<file path="src/rtl/dram_ctrl_pkg.sv">
package dram_ctrl_pkg;

  typedef enum logic [2:0] {
    S_IDLE, S_CLOSE, S_PRE, S_ROW, S_RCD, S_COL, S_CAS, S_REF
  } dstate_e;

  function automatic int ns2cyc(input int ns, input int per);
    return (ns + per - 1) / per;
  endfunction

  function automatic int imax(input int a, input int b);
    return (a > b) ? a : b;
  endfunction

endpackage

</file>
<file path="src/rtl/dram_phase_timer.sv">
module dram_phase_timer #(
  parameter int W = 3
) (
  input  logic         clk_i,
  input  logic         rst_ni,
  input  logic         load_i,
  input  logic [W-1:0] val_i,
  output logic         done_o
);
  logic [W-1:0] cnt_q;

  always_ff @(posedge clk_i or negedge rst_ni) begin
    if (!rst_ni)              cnt_q <= '0;
    else if (load_i)          cnt_q <= val_i;
    else if (cnt_q != '0)     cnt_q <= cnt_q - 1'b1;
  end

  assign done_o = (cnt_q == '0);
endmodule

</file>
<file path="src/rtl/dram_ras_age.sv">
module dram_ras_age #(
  parameter int W = 16
) (
  input  logic         clk_i,
  input  logic         rst_ni,
  input  logic         open_i,
  output logic [W-1:0] age_o
);
  localparam logic [W-1:0] SAT = '1;

  always_ff @(posedge clk_i or negedge rst_ni) begin
    if (!rst_ni)           age_o <= '0;
    else if (!open_i)      age_o <= '0;
    else if (age_o != SAT) age_o <= age_o + 1'b1;
  end
endmodule

</file>
<file path="src/rtl/dram_lane_io.sv">
module dram_lane_io #(
  parameter int LANES  = 4,
  parameter int LANE_W = 9,
  parameter int RAS_N  = 2,
  localparam int DW    = LANES * LANE_W,
  localparam int LPR   = LANES / RAS_N
) (
  input  logic             clk_i,
  input  logic             rst_ni,
  input  logic             row_open_i,
  input  logic             cas_act_i,
  input  logic             rd_i,
  input  logic [LANES-1:0] be_i,
  input  logic             capture_i,
  input  logic [DW-1:0]    dq_i,
  output logic [RAS_N-1:0] ras_n_o,
  output logic [LANES-1:0] cas_n_o,
  output logic [DW-1:0]    rdata_o
);

  for (genvar h = 0; h < RAS_N; h++) begin : g_ras
    assign ras_n_o[h] = ~row_open_i;
  end

  for (genvar k = 0; k < LANES; k++) begin : g_lane
    // reads strobe every lane, writes only the enabled ones
    assign cas_n_o[k] = ~(cas_act_i & (rd_i | be_i[k]));

    always_ff @(posedge clk_i or negedge rst_ni) begin
      if (!rst_ni)        rdata_o[k*LANE_W +: LANE_W] <= '0;
      else if (capture_i) rdata_o[k*LANE_W +: LANE_W] <= dq_i[k*LANE_W +: LANE_W];
    end

    p_cas_under_ras_r3: assert property (@(posedge clk_i) disable iff (!rst_ni)
      !cas_n_o[k] |-> !ras_n_o[k / LPR]);
  end

endmodule

</file>
<file path="src/rtl/dram_page_ctrl.sv">
module dram_page_ctrl
  import dram_ctrl_pkg::*;
#(
  parameter int CLK_NS       = 10,
  parameter int ROW_W        = 11,
  parameter int LANES        = 4,
  parameter int LANE_W       = 9,
  parameter int RAS_N        = 2,
  parameter int T_RC_NS      = 110,
  parameter int T_RP_NS      = 40,
  parameter int T_RAS_NS     = 60,
  parameter int T_RAS_MAX_NS = 200000,
  parameter int T_RCD_NS     = 20,
  parameter int T_RAH_NS     = 10,
  parameter int T_CAS_NS     = 15,
  parameter int T_CAC_NS     = 15,
  parameter int T_CAH_NS     = 15,
  parameter int T_CP_NS      = 10,
  parameter int T_PC_NS      = 40,
  parameter int T_RAC_NS     = 60,
  localparam int AW          = 2 * ROW_W,
  localparam int DW          = LANES * LANE_W
) (
  input  logic             clk_i,
  input  logic             rst_ni,
  input  logic             req_i,
  input  logic             we_i,
  input  logic [AW-1:0]    addr_i,
  input  logic [LANES-1:0] be_i,
  input  logic [DW-1:0]    wdata_i,
  output logic             ready_o,
  output logic             rvalid_o,
  output logic [DW-1:0]    rdata_o,
  input  logic             ref_req_i,
  output logic             ref_gnt_o,
  output logic [ROW_W-1:0] dram_a_o,
  output logic [RAS_N-1:0] dram_ras_no,
  output logic [LANES-1:0] dram_cas_no,
  output logic             dram_we_no,
  output logic [DW-1:0]    dram_dq_o,
  output logic             dram_dq_oe_o,
  input  logic [DW-1:0]    dram_dq_i
);

  localparam int RP_C   = ns2cyc(T_RP_NS, CLK_NS);
  localparam int RAS_C  = ns2cyc(T_RAS_NS, CLK_NS);
  localparam int RC_C   = ns2cyc(T_RC_NS, CLK_NS);
  localparam int RAH_C  = ns2cyc(T_RAH_NS, CLK_NS);
  localparam int CP_C   = ns2cyc(T_CP_NS, CLK_NS);
  localparam int PC_C   = ns2cyc(T_PC_NS, CLK_NS);
  localparam int RAC_C  = ns2cyc(T_RAC_NS, CLK_NS);
  localparam int CAS_C  = imax(imax(ns2cyc(T_CAS_NS, CLK_NS), ns2cyc(T_CAC_NS, CLK_NS)),
                               imax(ns2cyc(T_CAH_NS, CLK_NS), 1));
  // one idle cycle always separates page cycles
  localparam int COL_C  = imax(imax(CP_C, PC_C - CAS_C - 1), 1);
  localparam int RCD_C  = imax(imax(ns2cyc(T_RCD_NS, CLK_NS) - COL_C, RAH_C), 1);
  localparam int PRE_C  = imax(RP_C, RC_C - RAS_C);
  localparam int RAS_MAX_C   = T_RAS_MAX_NS / CLK_NS;
  localparam int RAS_CLOSE_C = RAS_MAX_C - (COL_C + CAS_C + 2);
  localparam int AGE_W  = $clog2(RAS_MAX_C + 1);
  localparam int TMR_MAX = imax(imax(PRE_C, RCD_C), imax(COL_C, CAS_C));
  localparam int TMR_W  = imax($clog2(TMR_MAX), 1);

  localparam logic [TMR_W-1:0] PRE_L = TMR_W'(PRE_C - 1);
  localparam logic [TMR_W-1:0] RCD_L = TMR_W'(RCD_C - 1);
  localparam logic [TMR_W-1:0] COL_L = TMR_W'(COL_C - 1);
  localparam logic [TMR_W-1:0] CAS_L = TMR_W'(CAS_C - 1);
  localparam logic [AGE_W-1:0] AGE_CLOSE_OK = AGE_W'(RAS_C - 1);
  localparam logic [AGE_W-1:0] AGE_RAS_MIN  = AGE_W'(RAS_C);
  localparam logic [AGE_W-1:0] AGE_RAC      = AGE_W'(RAC_C);
  localparam logic [AGE_W-1:0] AGE_TIMEOUT  = AGE_W'(RAS_CLOSE_C);
  localparam logic [AGE_W-1:0] AGE_LIMIT    = AGE_W'(RAS_MAX_C);

  dstate_e state_q, state_d;

  logic             row_open_q;
  logic [ROW_W-1:0] open_row_q;
  logic             pend_q;
  logic             pend_we_q;
  logic [ROW_W-1:0] pend_row_q, pend_col_q;
  logic [LANES-1:0] pend_be_q;
  logic [DW-1:0]    pend_wdata_q;
  logic             rvalid_q;

  logic             tmr_load, tmr_done;
  logic [TMR_W-1:0] tmr_val;
  logic [AGE_W-1:0] ras_age;
  logic             accept, capture, timeout, page_hit;
  logic             col_phase, wr_phase;

  dram_phase_timer #(.W(TMR_W)) i_timer (
    .clk_i  (clk_i),
    .rst_ni (rst_ni),
    .load_i (tmr_load),
    .val_i  (tmr_val),
    .done_o (tmr_done)
  );

  dram_ras_age #(.W(AGE_W)) i_age (
    .clk_i  (clk_i),
    .rst_ni (rst_ni),
    .open_i (row_open_q),
    .age_o  (ras_age)
  );

  assign timeout  = row_open_q && (ras_age >= AGE_TIMEOUT);
  assign page_hit = row_open_q && (addr_i[AW-1:ROW_W] == open_row_q);
  assign ready_o  = (state_q == S_IDLE) && !ref_req_i && !timeout;
  assign accept   = req_i && ready_o;

  always_comb begin
    state_d  = state_q;
    tmr_load = 1'b0;
    tmr_val  = '0;
    capture  = 1'b0;
    unique case (state_q)
      S_IDLE: begin
        if (ref_req_i)   state_d = row_open_q ? S_CLOSE : S_REF;
        else if (timeout) state_d = S_CLOSE;
        else if (req_i) begin
          if (page_hit) begin
            state_d  = S_COL;
            tmr_load = 1'b1;
            tmr_val  = COL_L;
          end else if (row_open_q) state_d = S_CLOSE;
          else                     state_d = S_ROW;
        end
      end
      S_CLOSE: if (ras_age >= AGE_CLOSE_OK) begin
        state_d  = S_PRE;
        tmr_load = 1'b1;
        tmr_val  = PRE_L;
      end
      S_PRE:   if (tmr_done) state_d = pend_q ? S_ROW : S_IDLE;
      S_ROW: begin
        state_d  = S_RCD;
        tmr_load = 1'b1;
        tmr_val  = RCD_L;
      end
      S_RCD: if (tmr_done) begin
        state_d  = S_COL;
        tmr_load = 1'b1;
        tmr_val  = COL_L;
      end
      S_COL: if (tmr_done) begin
        state_d  = S_CAS;
        tmr_load = 1'b1;
        tmr_val  = CAS_L;
      end
      // one spare cycle on the row access time keeps capture off the data edge
      S_CAS: if (tmr_done && ras_age >= AGE_RAC) begin
        state_d = S_IDLE;
        capture = !pend_we_q;
      end
      S_REF:   if (!ref_req_i) state_d = S_IDLE;
      default: state_d = S_IDLE;
    endcase
  end

  always_ff @(posedge clk_i or negedge rst_ni) begin
    if (!rst_ni) begin
      state_q    <= S_IDLE;
      row_open_q <= 1'b0;
      open_row_q <= '0;
      pend_q     <= 1'b0;
      rvalid_q   <= 1'b0;
    end else begin
      state_q  <= state_d;
      rvalid_q <= capture;
      if (state_q == S_ROW) begin
        row_open_q <= 1'b1;
        open_row_q <= pend_row_q;
      end else if (state_q == S_CLOSE && state_d == S_PRE) begin
        row_open_q <= 1'b0;
      end
      if (accept)                                   pend_q <= 1'b1;
      else if (state_q == S_CAS && state_d == S_IDLE) pend_q <= 1'b0;
    end
  end

  always_ff @(posedge clk_i or negedge rst_ni) begin
    if (!rst_ni) begin
      pend_we_q    <= 1'b0;
      pend_row_q   <= '0;
      pend_col_q   <= '0;
      pend_be_q    <= '0;
      pend_wdata_q <= '0;
    end else if (accept) begin
      pend_we_q    <= we_i;
      pend_row_q   <= addr_i[AW-1:ROW_W];
      pend_col_q   <= addr_i[ROW_W-1:0];
      pend_be_q    <= be_i;
      pend_wdata_q <= wdata_i;
    end
  end

  assign col_phase    = (state_q == S_COL) || (state_q == S_CAS);
  assign wr_phase     = col_phase && pend_we_q;
  assign dram_a_o     = col_phase ? pend_col_q : pend_row_q;
  assign dram_we_no   = ~wr_phase;
  assign dram_dq_oe_o = wr_phase;
  assign dram_dq_o    = pend_wdata_q;
  assign ref_gnt_o    = (state_q == S_REF);
  assign rvalid_o     = rvalid_q;

  dram_lane_io #(
    .LANES  (LANES),
    .LANE_W (LANE_W),
    .RAS_N  (RAS_N)
  ) i_lanes (
    .clk_i      (clk_i),
    .rst_ni     (rst_ni),
    .row_open_i (row_open_q),
    .cas_act_i  (state_q == S_CAS),
    .rd_i       (!pend_we_q),
    .be_i       (pend_be_q),
    .capture_i  (capture),
    .dq_i       (dram_dq_i),
    .ras_n_o    (dram_ras_no),
    .cas_n_o    (dram_cas_no),
    .rdata_o    (rdata_o)
  );

  // assertions
  p_early_we_r4: assert property (@(posedge clk_i) disable iff (!rst_ni)
    (!(&dram_cas_no) && $past(&dram_cas_no) && !dram_we_no)
      |-> ($past(!dram_we_no) && $past(dram_dq_oe_o)));

  p_read_no_drive_r5: assert property (@(posedge clk_i) disable iff (!rst_ni)
    (!(&dram_cas_no) && dram_we_no) |-> !dram_dq_oe_o);

  p_ras_min_r3: assert property (@(posedge clk_i) disable iff (!rst_ni)
    $rose(dram_ras_no[0]) |-> (ras_age >= AGE_RAS_MIN));

  p_ras_max_r8: assert property (@(posedge clk_i) disable iff (!rst_ni)
    row_open_q |-> (ras_age < AGE_LIMIT));

  p_gnt_quiet_r9: assert property (@(posedge clk_i) disable iff (!rst_ni)
    ref_gnt_o |-> ((&dram_ras_no) && (&dram_cas_no) && !ready_o));

  p_rvalid_after_cas_r5: assert property (@(posedge clk_i) disable iff (!rst_ni)
    rvalid_o |-> ($past(state_q == S_CAS) && (&dram_cas_no)));

  p_ready_quiet_r10: assert property (@(posedge clk_i) disable iff (!rst_ni)
    ready_o |-> ((&dram_cas_no) && dram_we_no && !ref_gnt_o));

endmodule

</file>
<file path="config.mk">
export PLATFORM = sky130hd
export DESIGN_NAME = dram_page_ctrl
export DESIGN_NICKNAME = d
export VERILOG_FILES = /design/src/rtl/dram_ctrl_pkg.sv /design/src/rtl/dram_phase_timer.sv /design/src/rtl/dram_ras_age.sv /design/src/rtl/dram_lane_io.sv /design/src/rtl/dram_page_ctrl.sv
export SDC_FILE = /design/constraint.sdc
export NUM_CORES = 1
export LEC_CHECK = 0
export CAP_MARGIN = 20
export CORE_MARGIN = 3
export CORE_UTILIZATION = 25
export CTS_BUF_LIST = sky130_fd_sc_hd__clkbuf_8 sky130_fd_sc_hd__clkbuf_16
export CTS_CLUSTER_SIZE = 16
export DETAILED_ROUTE_END_ITERATION = 7
export PLACE_DENSITY = 0.47
export SETUP_SLACK_MARGIN = 0.3
export SYNTH_ARGS = -nofsm -noshare
export SYNTH_HDL_FRONTEND = slang
export SYNTH_SLANG_ARGS = --single-unit
</file>
<file path="constraint.sdc">
create_clock -name clk_i -period 4.3 [get_ports clk_i]
set_input_delay 0.43 -clock clk_i [delete_from_list [all_inputs] [get_ports clk_i]]
set_output_delay 0.43 -clock clk_i [all_outputs]
set_load 0.03 [all_outputs]
</file>
==> impl_results.md, run 1 <==
- Clock slew at reported path FFs: 0.06 ns
- Routed length per instance: 16.2 um
- Row cnt: 56
- Routed vias/inst: 4.27
- Post-synthesis sequential area ratio: 54.7%
- Final hold viol count: 0
- DR vias: 4129
- Resized cells post-CTS: 0
- VDD IR max: 0.322 mV
- Clk pwr share: 20.3%
- Slew headroom: 45.5%
- Placed cells: 934
- Final Wtd Congestion: 0.788
- Area grow syn2layout: 46.0%
- Total GRT Usage: 12.0%
- Tcrit/Tclk final: 73.7%
- Critical path class: reg -> out
- Final setup fails: 0
- Crit Path Max Fanout: 14
- Layout cells sized above 1: 25.8%
- IO Pins: 197
- Crit path cell chain: xor2_1 -> nand2_1 -> mux2_2 -> clkdlybuf4s50_1
- Critical path data required time: 3.87 ns
- Outcome: complete, no violations
- Worst R2R Setup Slack: 1.45 ns
- Final non-filler cell total: 966
- Max-Cap Viols: 0
- DRC Markers: 0
- Antenna cells: 0
- Htree depth: 4
- Cells after Synth: 433
- Post-CTS Setup Bufs: 0
- Crit-path slowest cell: clkdlybuf4s50_1
- Worst Path Arrival: 2.74 ns
- Number of global-route vias before repair: 4445
- Dpl cell area: 8350 um2
- Count of cell types in the netlist: 46
- Ys async rst share: 100%
- Flop and latch count out of synthesis: 134
- Largest net degree at the start of global routing: 67
- Comb pwr share: 49.0%
- Synth Flop Type: dfrtp_1
- Critical path's largest stage delay: 0.70 ns
- Sink Count: 134
- RR Startpoint: i_age.age_o[0]
- Internal cell power: 0.00457 W
- Skew final: 0.00988 ns
- Die span in y: 163 um
- RSZ-0062 raised after global routing: false
- Setup TNS: 0 ns
- Clk_lat worst skew: 0.41 ns
- Crit path time final: 3.17 ns
- 1st-iter DRT viols: 219
- Yosys warns: 0
- First-pass GRT wire length: 24700 um
- Core area: 23800 um2
- Final nets: 742
- Max-slew violation count: 0
- Initial antenna violation count: 0
- Port Buf Inserts: 196
- Static leakage: 3.80 nW
- Hold WC Path Type: in -> async
- Worst hold slack: 0.0124 ns
- Syn_area_per_cell: 14.2 um2
- Post-synth net total: 541
- Die Area: 26400 um2
- Fmax achieved: 316 MHz
- Cell area after layout: 8950 um2
- Syn Std Cell Area: 6130 um2
- CTS tree: built
- Number of CTS-inserted buffers: 17
- Worst setup SP type: register
- Worst-Margin Slew: 0.818 ns
- CP startpoint: state_q[1]
- Power density over the cells: 815 nW/um2
- Switching portion of total power: 37.4%
- Starting Density: 25.7%
- Sequential share of power: 30.7%
- Total global routing overflow: 0
- Bufs on Longest Clock Path: 2
- Die X: 163 um
- Dpl hpwl: 11300 um
- Drt pass-1 iters: 4
- Total wire length: 15600 um
- Clock root buffer: clkbuf_16
- Post-synth EDFFs: 0
- Psw: 0.00273 W
- Layout fillers: 2304
- Cts hold-fix bufs: 0
- ANT nets after route: 0
- Crit path capture type: output pin
-- synth_stat cells, types with 3 or more instances --
| library cell | instances | area [um2] |
|---|---|---|
| dfrtp_1 | 134 | 3350 |
| mux2_2 | 63 | 709 |
| mux2_4 | 59 | 886 |
| nor2_1 | 20 | 75.1 |
| nand2_1 | 16 | 60.1 |
| o21ai_0 | 15 | 75.1 |
| xor2_1 | 15 | 131 |
| inv_1 | 9 | 33.8 |
| nand3_1 | 7 | 35.0 |
| a31oi_1 | 6 | 37.5 |
| buf_12 | 6 | 120 |
| clkbuf_1 | 6 | 22.5 |
| nor4_1 | 6 | 37.5 |
| xnor2_1 | 6 | 52.6 |
| a21oi_1 | 5 | 25.0 |
| buf_2 | 5 | 25.0 |
| ha_1 | 5 | 62.6 |
| nand4_1 | 5 | 31.3 |
| nor3_1 | 5 | 25.0 |
| a211oi_1 | 3 | 22.5 |
| and3_1 | 3 | 18.8 |
| nand3b_1 | 3 | 22.5 |
-- final cells by class --
type / count / area, um2 / share of cell area [%]
inverters: 10 / 37.5 / 0.419
repair buffers: 202 / 2010 / 22.4
well taps: 319 / 399 / 4.46
flip-flops and latches: 134 / 3350 / 37.4
clock buffers: 19 / 453 / 5.06
clock inverters: 13 / 155 / 1.73
multi-input cells: 269 / 2550 / 28.5
-- routing by layer --
| metal | part of all wire (%) | vias to the layer above | global-route usage, % | wire [um] |
|---|---|---|---|---|
| li1 | - | 1950 | - | - |
| met1 | 44 | 2032 | 15.3 | 6950 |
| met2 | 48 | 133 | 19.4 | 7480 |
| met3 | 6.2 | 14 | 3.31 | 968 |
| met4 | 1.6 | 0 | 4.50 | 247 |
| met5 | 0 | - | 0 | 0 |
-- worst max-delay path, delay by kind of cell (launching register included) --
kind,cells,cell delay [ns]
xor+xnor,1,0.23
buf+inv,1,0.70
flops,1,0.60
mux,1,0.37
simple gates,1,0.42
-- stage by stage --
| stage | util (%) | power (W) | worst slack, ns |
|---|---|---|---|
| floorplan | - | 0.00450 | 2.08 |
| detailed placement | 35.0 | 0.00588 | 1.18 |
| global route | 37.6 | 0.00773 | 0.962 |
| global placement | 35.0 | 0.00583 | 1.26 |
| finish | 37.6 | 0.00730 | 1.13 |
| CTS | 37.6 | 0.00742 | 1.04 |
-- path summary, 6_finish.rpt --
| path | end | depth (start not counted) |
|---|---|---|
| min | i_age.age_o[9] | 1 |
| max reg2reg | dram_dq_o[14] | 8 |
| min in group clk_i | i_lanes.rdata_o[28] | 1 |
| min reg2reg | i_lanes.rdata_o[28] | 1 |
| max | dram_a_o[1] | 4 |
| max in group asynchronous | dram_dq_o[32] | 2 |
-- cells by family (layout without fill, tap and decap cells) --
kind of cell               after synthesis  in the layout  synth area share [%]
AOI/OAI and AO/OA                       43             43                  4.55
xor gates and xnor gates                21             21                  3.00
adders and majority gates                5              5                  1.02
buffers and inverters                   30            244                  3.77
DFF                                    134            134                  54.7
muxes                                  124            124                  26.3
and+or+nand+nor                         76             76                  6.65
-- registers in the layout (all words and copies together) (netlist names), 3 cells and up --
signal and cells:
dram_dq_o 36, i_age.age_o 15, i_lanes.rdata_o 36, i_timer.cnt_q 3
open_row_q 11, pend_be_q 4, pend_col_q 11, pend_row_q 11
state_q 3
-- power groups by stage --
stage	logic [W]	clock network (W)	registers (W)
floorplan	0.00165	0	0.00284
CTS	0.00363	0.00155	0.00224
global route	0.00379	0.00161	0.00233
finish	0.00357	0.00148	0.00224
global placement	0.00359	0	0.00224
detailed placement	0.00361	0	0.00226
-- layout by cell type (no fill, tap or decap), types with 4 or more instances in the layout --
master	instances
buf_4	6
inv_1	10
o21ai_0	15
a21oi_1	5
mux2_2	63
nand4_1	5
mux2_4	59
clkdlybuf4s50_1	195
nor4_1	6
ha_1	5
nand2_1	16
nand3_1	7
nor2_1	20
nor3_1	5
a31oi_1	6
xnor2_1	6
xor2_1	15
clkinv_2	4
clkbuf_16	17
dfrtp_1	134
No activity file was read; power rests on OpenSTA's default activity.
==> run 2: changes to the inputs <==
--- a/config.mk
+++ b/config.mk
@@ -11,7 +11,7 @@
 export CTS_BUF_LIST = sky130_fd_sc_hd__clkbuf_8 sky130_fd_sc_hd__clkbuf_16
 export CTS_CLUSTER_SIZE = 16
 export DETAILED_ROUTE_END_ITERATION = 7
-export PLACE_DENSITY = 0.47
+export PLACE_DENSITY = 0.48
 export SETUP_SLACK_MARGIN = 0.3
 export SYNTH_ARGS = -nofsm -noshare
 export SYNTH_HDL_FRONTEND = slang
==> constraint.sdc (replaced) <==
create_clock -name clk_i -period 2.9 [get_ports clk_i]
set_input_delay 0.29 -clock clk_i [delete_from_list [all_inputs] [get_ports clk_i]]
set_output_delay 0.29 -clock clk_i [all_outputs]
set_load 0.03 [all_outputs]
==> run 2 against run 1 <==
- core utilization is 0.19 points higher
- cell count is 0.72% higher
- sequential share of layout area is 0.18 points lower
- final area is 0.52% higher
- critical path type unchanged
- largest power group unchanged
- highest routed layer unchanged
==> impl_results.md, run 2 (synthesis gave the netlist of run 1 again) <==
- Final non-filler cell total: 973 (was 966)
- DRC Markers: 0 (unchanged)
- Total GRT Usage: 11.7% (was 12.0%)
- Crit-path slowest cell: dfrtp_1 (was clkdlybuf4s50_1)
- Register Area: 3350 um2 (about the same)
- Post-CTS Setup Bufs: 0 (unchanged)
- CTS tree: built (unchanged)
- ANT nets after route: 0 (unchanged)
- Number of CTS-inserted buffers: 17 (unchanged)
- Max-Cap Viols: 0 (unchanged)
- Starting Density: 25.7% (unchanged)
- Crit path cell chain: ha_1 -> a211oi_1 -> o211a_1 -> o21ai_2 -> inv_2 -> dlygate4sd2_1 (was xor2_1 -> nand2_1 -> mux2_2 -> clkdlybuf4s50_1)
- Area grow syn2layout: 46.8% (was 46.0%)
- DR vias: 4123 (was 4129)
- Most common cell after layout, fill and taps aside: clkdlybuf4s50_1 (unchanged)
- Power density over the cells: 1180 nW/um2 (was 815 nW/um2)
- Slew headroom: 61.1% (was 45.5%)
- Placed cells: 940 (was 934)
- Core area: 23800 um2 (unchanged)
- Total wire length: 15400 um (was 15600 um)
- Layout cells sized above 1: 26.8% (was 25.8%)
- Crit path capture type: output pin (unchanged)
- Tcrit/Tclk final: 84.2%
- Routed vias/inst: 4.24 (was 4.27)
- Area of the multi-input gates: 2550 um2 (about the same)
- Worst Path Arrival: 2.15 ns (was 2.74 ns)
- Clock root buffer: clkbuf_16 (unchanged)
- 1st-iter DRT viols: 183 (was 219)
- Worst setup SP type: register (unchanged)
- Critical path data required time: 2.61 ns (was 3.87 ns)
- Bufs on Longest Clock Path: 2 (unchanged)
- Tot Pwr: 0.0106 W (was 0.00730 W)
- Final Wtd Congestion: 0.799 (was 0.788)
- Outcome: complete, no violations (unchanged)
- Worst R2R End: pend_col_q[2] (was dram_dq_o[14])
- Crit Path Max Fanout: 10 (was 14)
- RSZ-0062 raised after global routing: false (unchanged)
- Htree depth: 4 (unchanged)
- Most frequent cells in the layout: clkdlybuf4s50_1 (183), dfrtp_1 (133), mux2_2 (63), mux2_4 (59), nor2_1 (19) (was clkdlybuf4s50_1 (195), dfrtp_1 (134), mux2_2 (63), mux2_4 (59), nor2_1 (20))
- Die Area: 26400 um2 (unchanged)
- Worst-Margin Slew: 0.579 ns (was 0.818 ns)
- Fmax achieved: 410 MHz
- Skew final: 0.0165 ns (was 0.00988 ns)
- Worst R2R Setup Slack: 0.56 ns (was 1.45 ns)
- Row cnt: 56 (unchanged)
- Setup TNS: 0 ns (unchanged)
- Fin util: 37.8% (was 37.6%)
- Routed length per instance: 15.8 um (was 16.2 um)
- Cell area after layout: 9000 um2 (was 8950 um2)
- Clock slew at reported path FFs: 0.06 ns (about the same)
- Initial antenna violation count: 1 (was 0)
- CP startpoint: i_age.age_o[1] (was state_q[1])
- Die X: 163 um (unchanged)
- IO Pins: 197 (unchanged)
- Worst-case reg-to-reg path depth: 8 (unchanged)
- First-pass GRT wire length: 24200 um (was 24700 um)
- Crit path time final: 2.44 ns
- Final hold viol count: 0 (unchanged)
- Max-slew violation count: 0 (unchanged)
- VDD IR max: 0.479 mV (was 0.322 mV)
- Dpl cell area: 8440 um2 (was 8350 um2)
- Dpl hpwl: 11200 um (was 11300 um)
- Clk_lat worst skew: 0.42 ns (was 0.41 ns)
- Layout fillers: 2288 (was 2304)
- Static leakage: 3.85 nW (was 3.80 nW)
- Final nets: 749 (was 742)
- Largest net degree at the start of global routing: 57 (was 67)
- Sink Count: 134 (unchanged)
- RR Startpoint: i_age.age_o[1] (was i_age.age_o[0])
- Critical path's largest stage delay: 0.44 ns (was 0.70 ns)
- Final setup fails: 0 (unchanged)
- Number of global-route vias before repair: 4456 (was 4445)
- Drt pass-1 iters: 4 (unchanged)
- Hold WC Path Type: in -> async (unchanged)
- Total global routing overflow: 0 (unchanged)
- Port Buf Inserts: 196 (unchanged)
- Critical path class: reg -> out (unchanged)
- Die span in y: 163 um (unchanged)
==> run 2: changes by cell type in the layout (fill, tap and decap cells not counted), sizes merged <==
cell and delta:
buf +6, inv -1, bufinv -2, clkinv +2, diode +1, dlygate4sd2 +12
dlygate4sd3 +1, clkdlybuf4s50 -12
==> run 2: worst max-delay path, delay by kind of cell (launching register included) <==
kind | cells | cell delay [ns]
flops | 1 | 0.44
buf+inv | 2 | 0.48
compound gates | 3 | 0.49
fa+ha+maj | 1 | 0.31
==> run 2: routing by layer <==
layer	part of all wire, %	GRT usage [%]
met1	46	14.8
met4	1.8	4.46
met3	6.2	3.54
met5	0	0
met2	46	19.0
==> run 2: metrics by stage <==
stage | hold slack (ns) | setup WS [ns]
2_1_floorplan | -0.00559 | 0.679
3_3_place_gp | 0.307 | 0.477
3_5_place_dp | 0.309 | 0.426
4_1_cts | 0.429 | 0.418
5_1_grt | 0.475 | 0.311
6_report | 0.427 | 0.459
==> run 2: power by group <==
group          leakage (nW)  switching, W  internal, W  total, W
logic                  1.96       0.00270      0.00260   0.00530
registers              1.62      0.000543      0.00274   0.00328
clock network         0.275      0.000814      0.00122   0.00203
==> run 2: worst max path at each step <==
stage / end / slack, ns / cells past startpoint
after floorplan: dram_dq_o[0] / 0.68 / 10
after global placement: pend_col_q[2] / 0.48 / 8
after detailed placement: pend_col_q[2] / 0.43 / 8
after CTS: dram_cas_no[3] / 0.42 / 4
after global routing: ready_o / 0.31 / 6
final: ready_o / 0.46 / 6
==> run 2: cell type report <==
class	instances	share of cell area (%)
clock buffers	19	5.03
well taps	319	4.43
diodes	1	0.0278
multi-input cells	269	28.3
repair buffers	209	23.3
flip-flops and latches	134	37.3
clock inverters	12	1.17
inverters	10	0.417
==> run 2: timing repair <==
| action | in CTS | in global routing |
|---|---|---|
| hold buffers | 1 | 0 |
| gates resized for setup | 13 | 1 |
| hold endpoints to repair | 54 | 0 |
| endpoints found under the setup margin | 15 | 2 |
==> run 3: changes to the inputs <==
--- a/config.mk
+++ b/config.mk
@@ -11,7 +11,7 @@
 export CTS_BUF_LIST = sky130_fd_sc_hd__clkbuf_8 sky130_fd_sc_hd__clkbuf_16
 export CTS_CLUSTER_SIZE = 16
 export DETAILED_ROUTE_END_ITERATION = 7
-export PLACE_DENSITY = 0.48
+export PLACE_DENSITY = 0.47
 export SETUP_SLACK_MARGIN = 0.3
 export SYNTH_ARGS = -nofsm -noshare
 export SYNTH_HDL_FRONTEND = slang
==> constraint.sdc (replaced) <==
create_clock -name clk_i -period 2.5 [get_ports clk_i]
set_input_delay 0.25 -clock clk_i [delete_from_list [all_inputs] [get_ports clk_i]]
set_output_delay 0.25 -clock clk_i [all_outputs]
set_load 0.03 [all_outputs]
==> run 3 against run 2 <==
- first-iteration DRC count decreased by 26%
- flip-flop and latch count is the same
- register-to-register slack got worse by 0.21 ns
- sequential power grew 17%
- largest cell class unchanged
- core utilization up 1.8 points
- combinational power grew 31%
==> impl_results.md, run 3 (synthesis gave the netlist of run 1 again) <==
- Hold WC Path Type: in -> async (unchanged)
- Worst-Margin Slew: 0.514 ns (was 0.579 ns)
- CTS tree: built (unchanged)
- Worst-case reg-to-reg path depth: 8 (unchanged)
- Fmax achieved: 459 MHz
- Clk pwr share: 19.3% (was 19.1%)
- Sink Count: 134 (unchanged)
- Worst Path Arrival: 1.93 ns (was 2.15 ns)
- Layout cells sized above 1: 32.0% (was 26.8%)
- Kind of cell adding the most delay to the critical path: buffers and inverters (was compound AO/OA/AOI/OAI gates)
- Area grow syn2layout: 53.9% (was 46.8%)
- Power density over the cells: 1420 nW/um2 (was 1180 nW/um2)
- Outcome: complete, no violations (unchanged)
- Most common cell after layout, fill and taps aside: clkdlybuf4s50_1 (unchanged)
- Most frequent cells in the layout: clkdlybuf4s50_1 (177), dfrtp_1 (130), mux2_4 (66), mux2_2 (56) (was clkdlybuf4s50_1 (183), dfrtp_1 (133), mux2_2 (63), mux2_4 (59), nor2_1 (19))
- Initial antenna violation count: 0 (was 1)
- First-pass GRT wire length: 25500 um (was 24200 um)
- Final setup fails: 0 (unchanged)
- Crit path capture type: output pin (unchanged)
- Critical path class: reg -> out (unchanged)
- Setup TNS: 0 ns (unchanged)
- Die Area: 26400 um2 (unchanged)
- Worst hold slack: 0.336 ns (was 0.427 ns)
- Comb pwr share: 52.0% (was 49.9%)
- Number of global-route vias before repair: 4465 (was 4456)
- Worst R2R Setup Slack: 0.35 ns (was 0.56 ns)
- DR vias: 4257 (was 4123)
- ANT nets after route: 0 (unchanged)
- Skew final: 0.0107 ns (was 0.0165 ns)
- Routed length per instance: 16.7 um (was 15.8 um)
- Crit path cell chain: buf_6 -> xor2_4 -> nand2_4 -> buf_6 -> buf_12 -> mux2_4 -> buf_12 (was ha_1 -> a211oi_1 -> o211a_1 -> o21ai_2 -> inv_2 -> dlygate4sd2_1)
- Drt pass-1 iters: 4 (unchanged)
- RSZ-0062 raised after global routing: true (was false)
- Final nets: 767 (was 749)
- Clock slew at reported path FFs: 0.06 ns (about the same)
- Total GRT Usage: 12.2% (was 11.7%)
- Clock root buffer: clkbuf_16 (unchanged)
- Die span in y: 163 um (unchanged)
- Internal cell power: 0.00836 W (was 0.00655 W)
- Crit-path slowest cell: dfrtp_2 (was dfrtp_1)
- DRC Markers: 0 (unchanged)
- Crit path time final: 2.18 ns
- Sequential share of power: 28.7% (was 30.9%)
- Antenna cells: 0 (was 1)
- Switching portion of total power: 37.5% (was 38.3%)
- Worst setup SP type: register (unchanged)
- Starting Density: 25.7% (unchanged)
- Clk_lat worst skew: 0.42 ns (about the same)
- Slew headroom: 65.4% (was 61.1%)
- Final hold viol count: 0 (unchanged)
- Max-Cap Viols: 0 (unchanged)
- 1st-iter DRT viols: 136 (was 183)
- CP bufs+invs: 4 (was 2)
- Bufs on Longest Clock Path: 2 (unchanged)
- Critical path's largest stage delay: 0.42 ns (was 0.44 ns)
- Total wire length: 16600 um (was 15400 um)
- Max-slew violation count: 0 (unchanged)
- RR Startpoint: i_age.age_o[0] (was i_age.age_o[1])
- Die X: 163 um (unchanged)
- Worst R2R End: pend_be_q[2] (was pend_col_q[2])
- Total global routing overflow: 0 (unchanged)
- Psw: 0.00501 W (was 0.00406 W)
- Critical path data required time: 2.25 ns (was 2.61 ns)
- Port Buf Inserts: 196 (unchanged)
- Htree depth: 4 (unchanged)
- Core area: 23800 um2 (unchanged)
- Tcrit/Tclk final: 87.1%
- Dpl hpwl: 11400 um (was 11200 um)
- VDD IR max: 0.609 mV (was 0.479 mV)
- Row cnt: 56 (unchanged)
- Number of CTS-inserted buffers: 17 (unchanged)
- Crit Path Max Fanout: 6 (was 10)
- Largest net degree at the start of global routing: 49 (was 57)
- IO Pins: 197 (unchanged)
- Static leakage: 4.06 nW (was 3.85 nW)
- Routed vias/inst: 4.30 (was 4.24)
- Final Wtd Congestion: 0.773 (was 0.799)
run 3: what timing repair did:
item,in CTS,in global routing
pin swaps,1,0
resized for setup,27,19
endpoints found under the hold margin,45,0
gates cloned,1,4
setup buffers,3,5
hold buffers,1,0
endpoints found under the setup margin,21,116
run 3: metal layers:
layer  GRT usage, %  part of all wire, %
met5              0                    0
met4           3.46                 0.97
met3           3.56                  5.9
met2           19.7                   47
met1           16.1                   46
run 3: worst reg2reg max path, delay by kind of cell (launching register included):
kind | cells | cell delay (ns)
compound gates | 3 | 0.46
flops | 1 | 0.38
mux | 1 | 0.34
buf+inv | 2 | 0.31
simple gates | 1 | 0.27
fa+ha+maj | 1 | 0.26
run 3: through the flow:
step	setup slack [ns]	area (um2)	instances	utilization (%)	total power (W)
after CTS	0.147	9240	981	38.8	0.0133
final	0.322	9440	990	39.6	0.0134
after global placement	0.177	8520	945	35.8	0.0103
after detailed placement	0.216	8520	945	35.8	0.0103
after floorplan	0.316	6150	433	-	0.00775
after global routing	0.244	9440	990	39.6	0.0141
run 3: worst max-delay path by stage:
stage	start	end	slack, ns	cells past startpoint
after floorplan	i_age.age_o[0]	dram_dq_o[0]	0.32	10
after global placement	addr_i[20]	i_timer.cnt_q[0]	0.18	7
after detailed placement	addr_i[20]	i_timer.cnt_q[0]	0.22	7
after CTS	i_age.age_o[5]	ready_o	0.15	5
after global routing	i_age.age_o[0]	pend_be_q[2]	0.24	8
final	state_q[0]	dram_a_o[10]	0.32	7
run 3: power groups by stage:
stage	Sequential (W)	Clock [W]	Combinational [W]
after CTS	0.00383	0.00268	0.00676
after global routing	0.00398	0.00279	0.00735
after detailed placement	0.00385	0	0.00648
final	0.00383	0.00259	0.00695
after global placement	0.00382	0	0.00644
after floorplan	0.00489	0	0.00286
run 3: area by class of cell:
type                       instances  area (um2)
fill                            2269       14400
sequential                       134        3360
multi-input combinational        270        2650
timing repair buffer             226        2380
clock buffer                      17         425
tap                              319         399
clock inverter                    14         176
inverter                          10        41.3
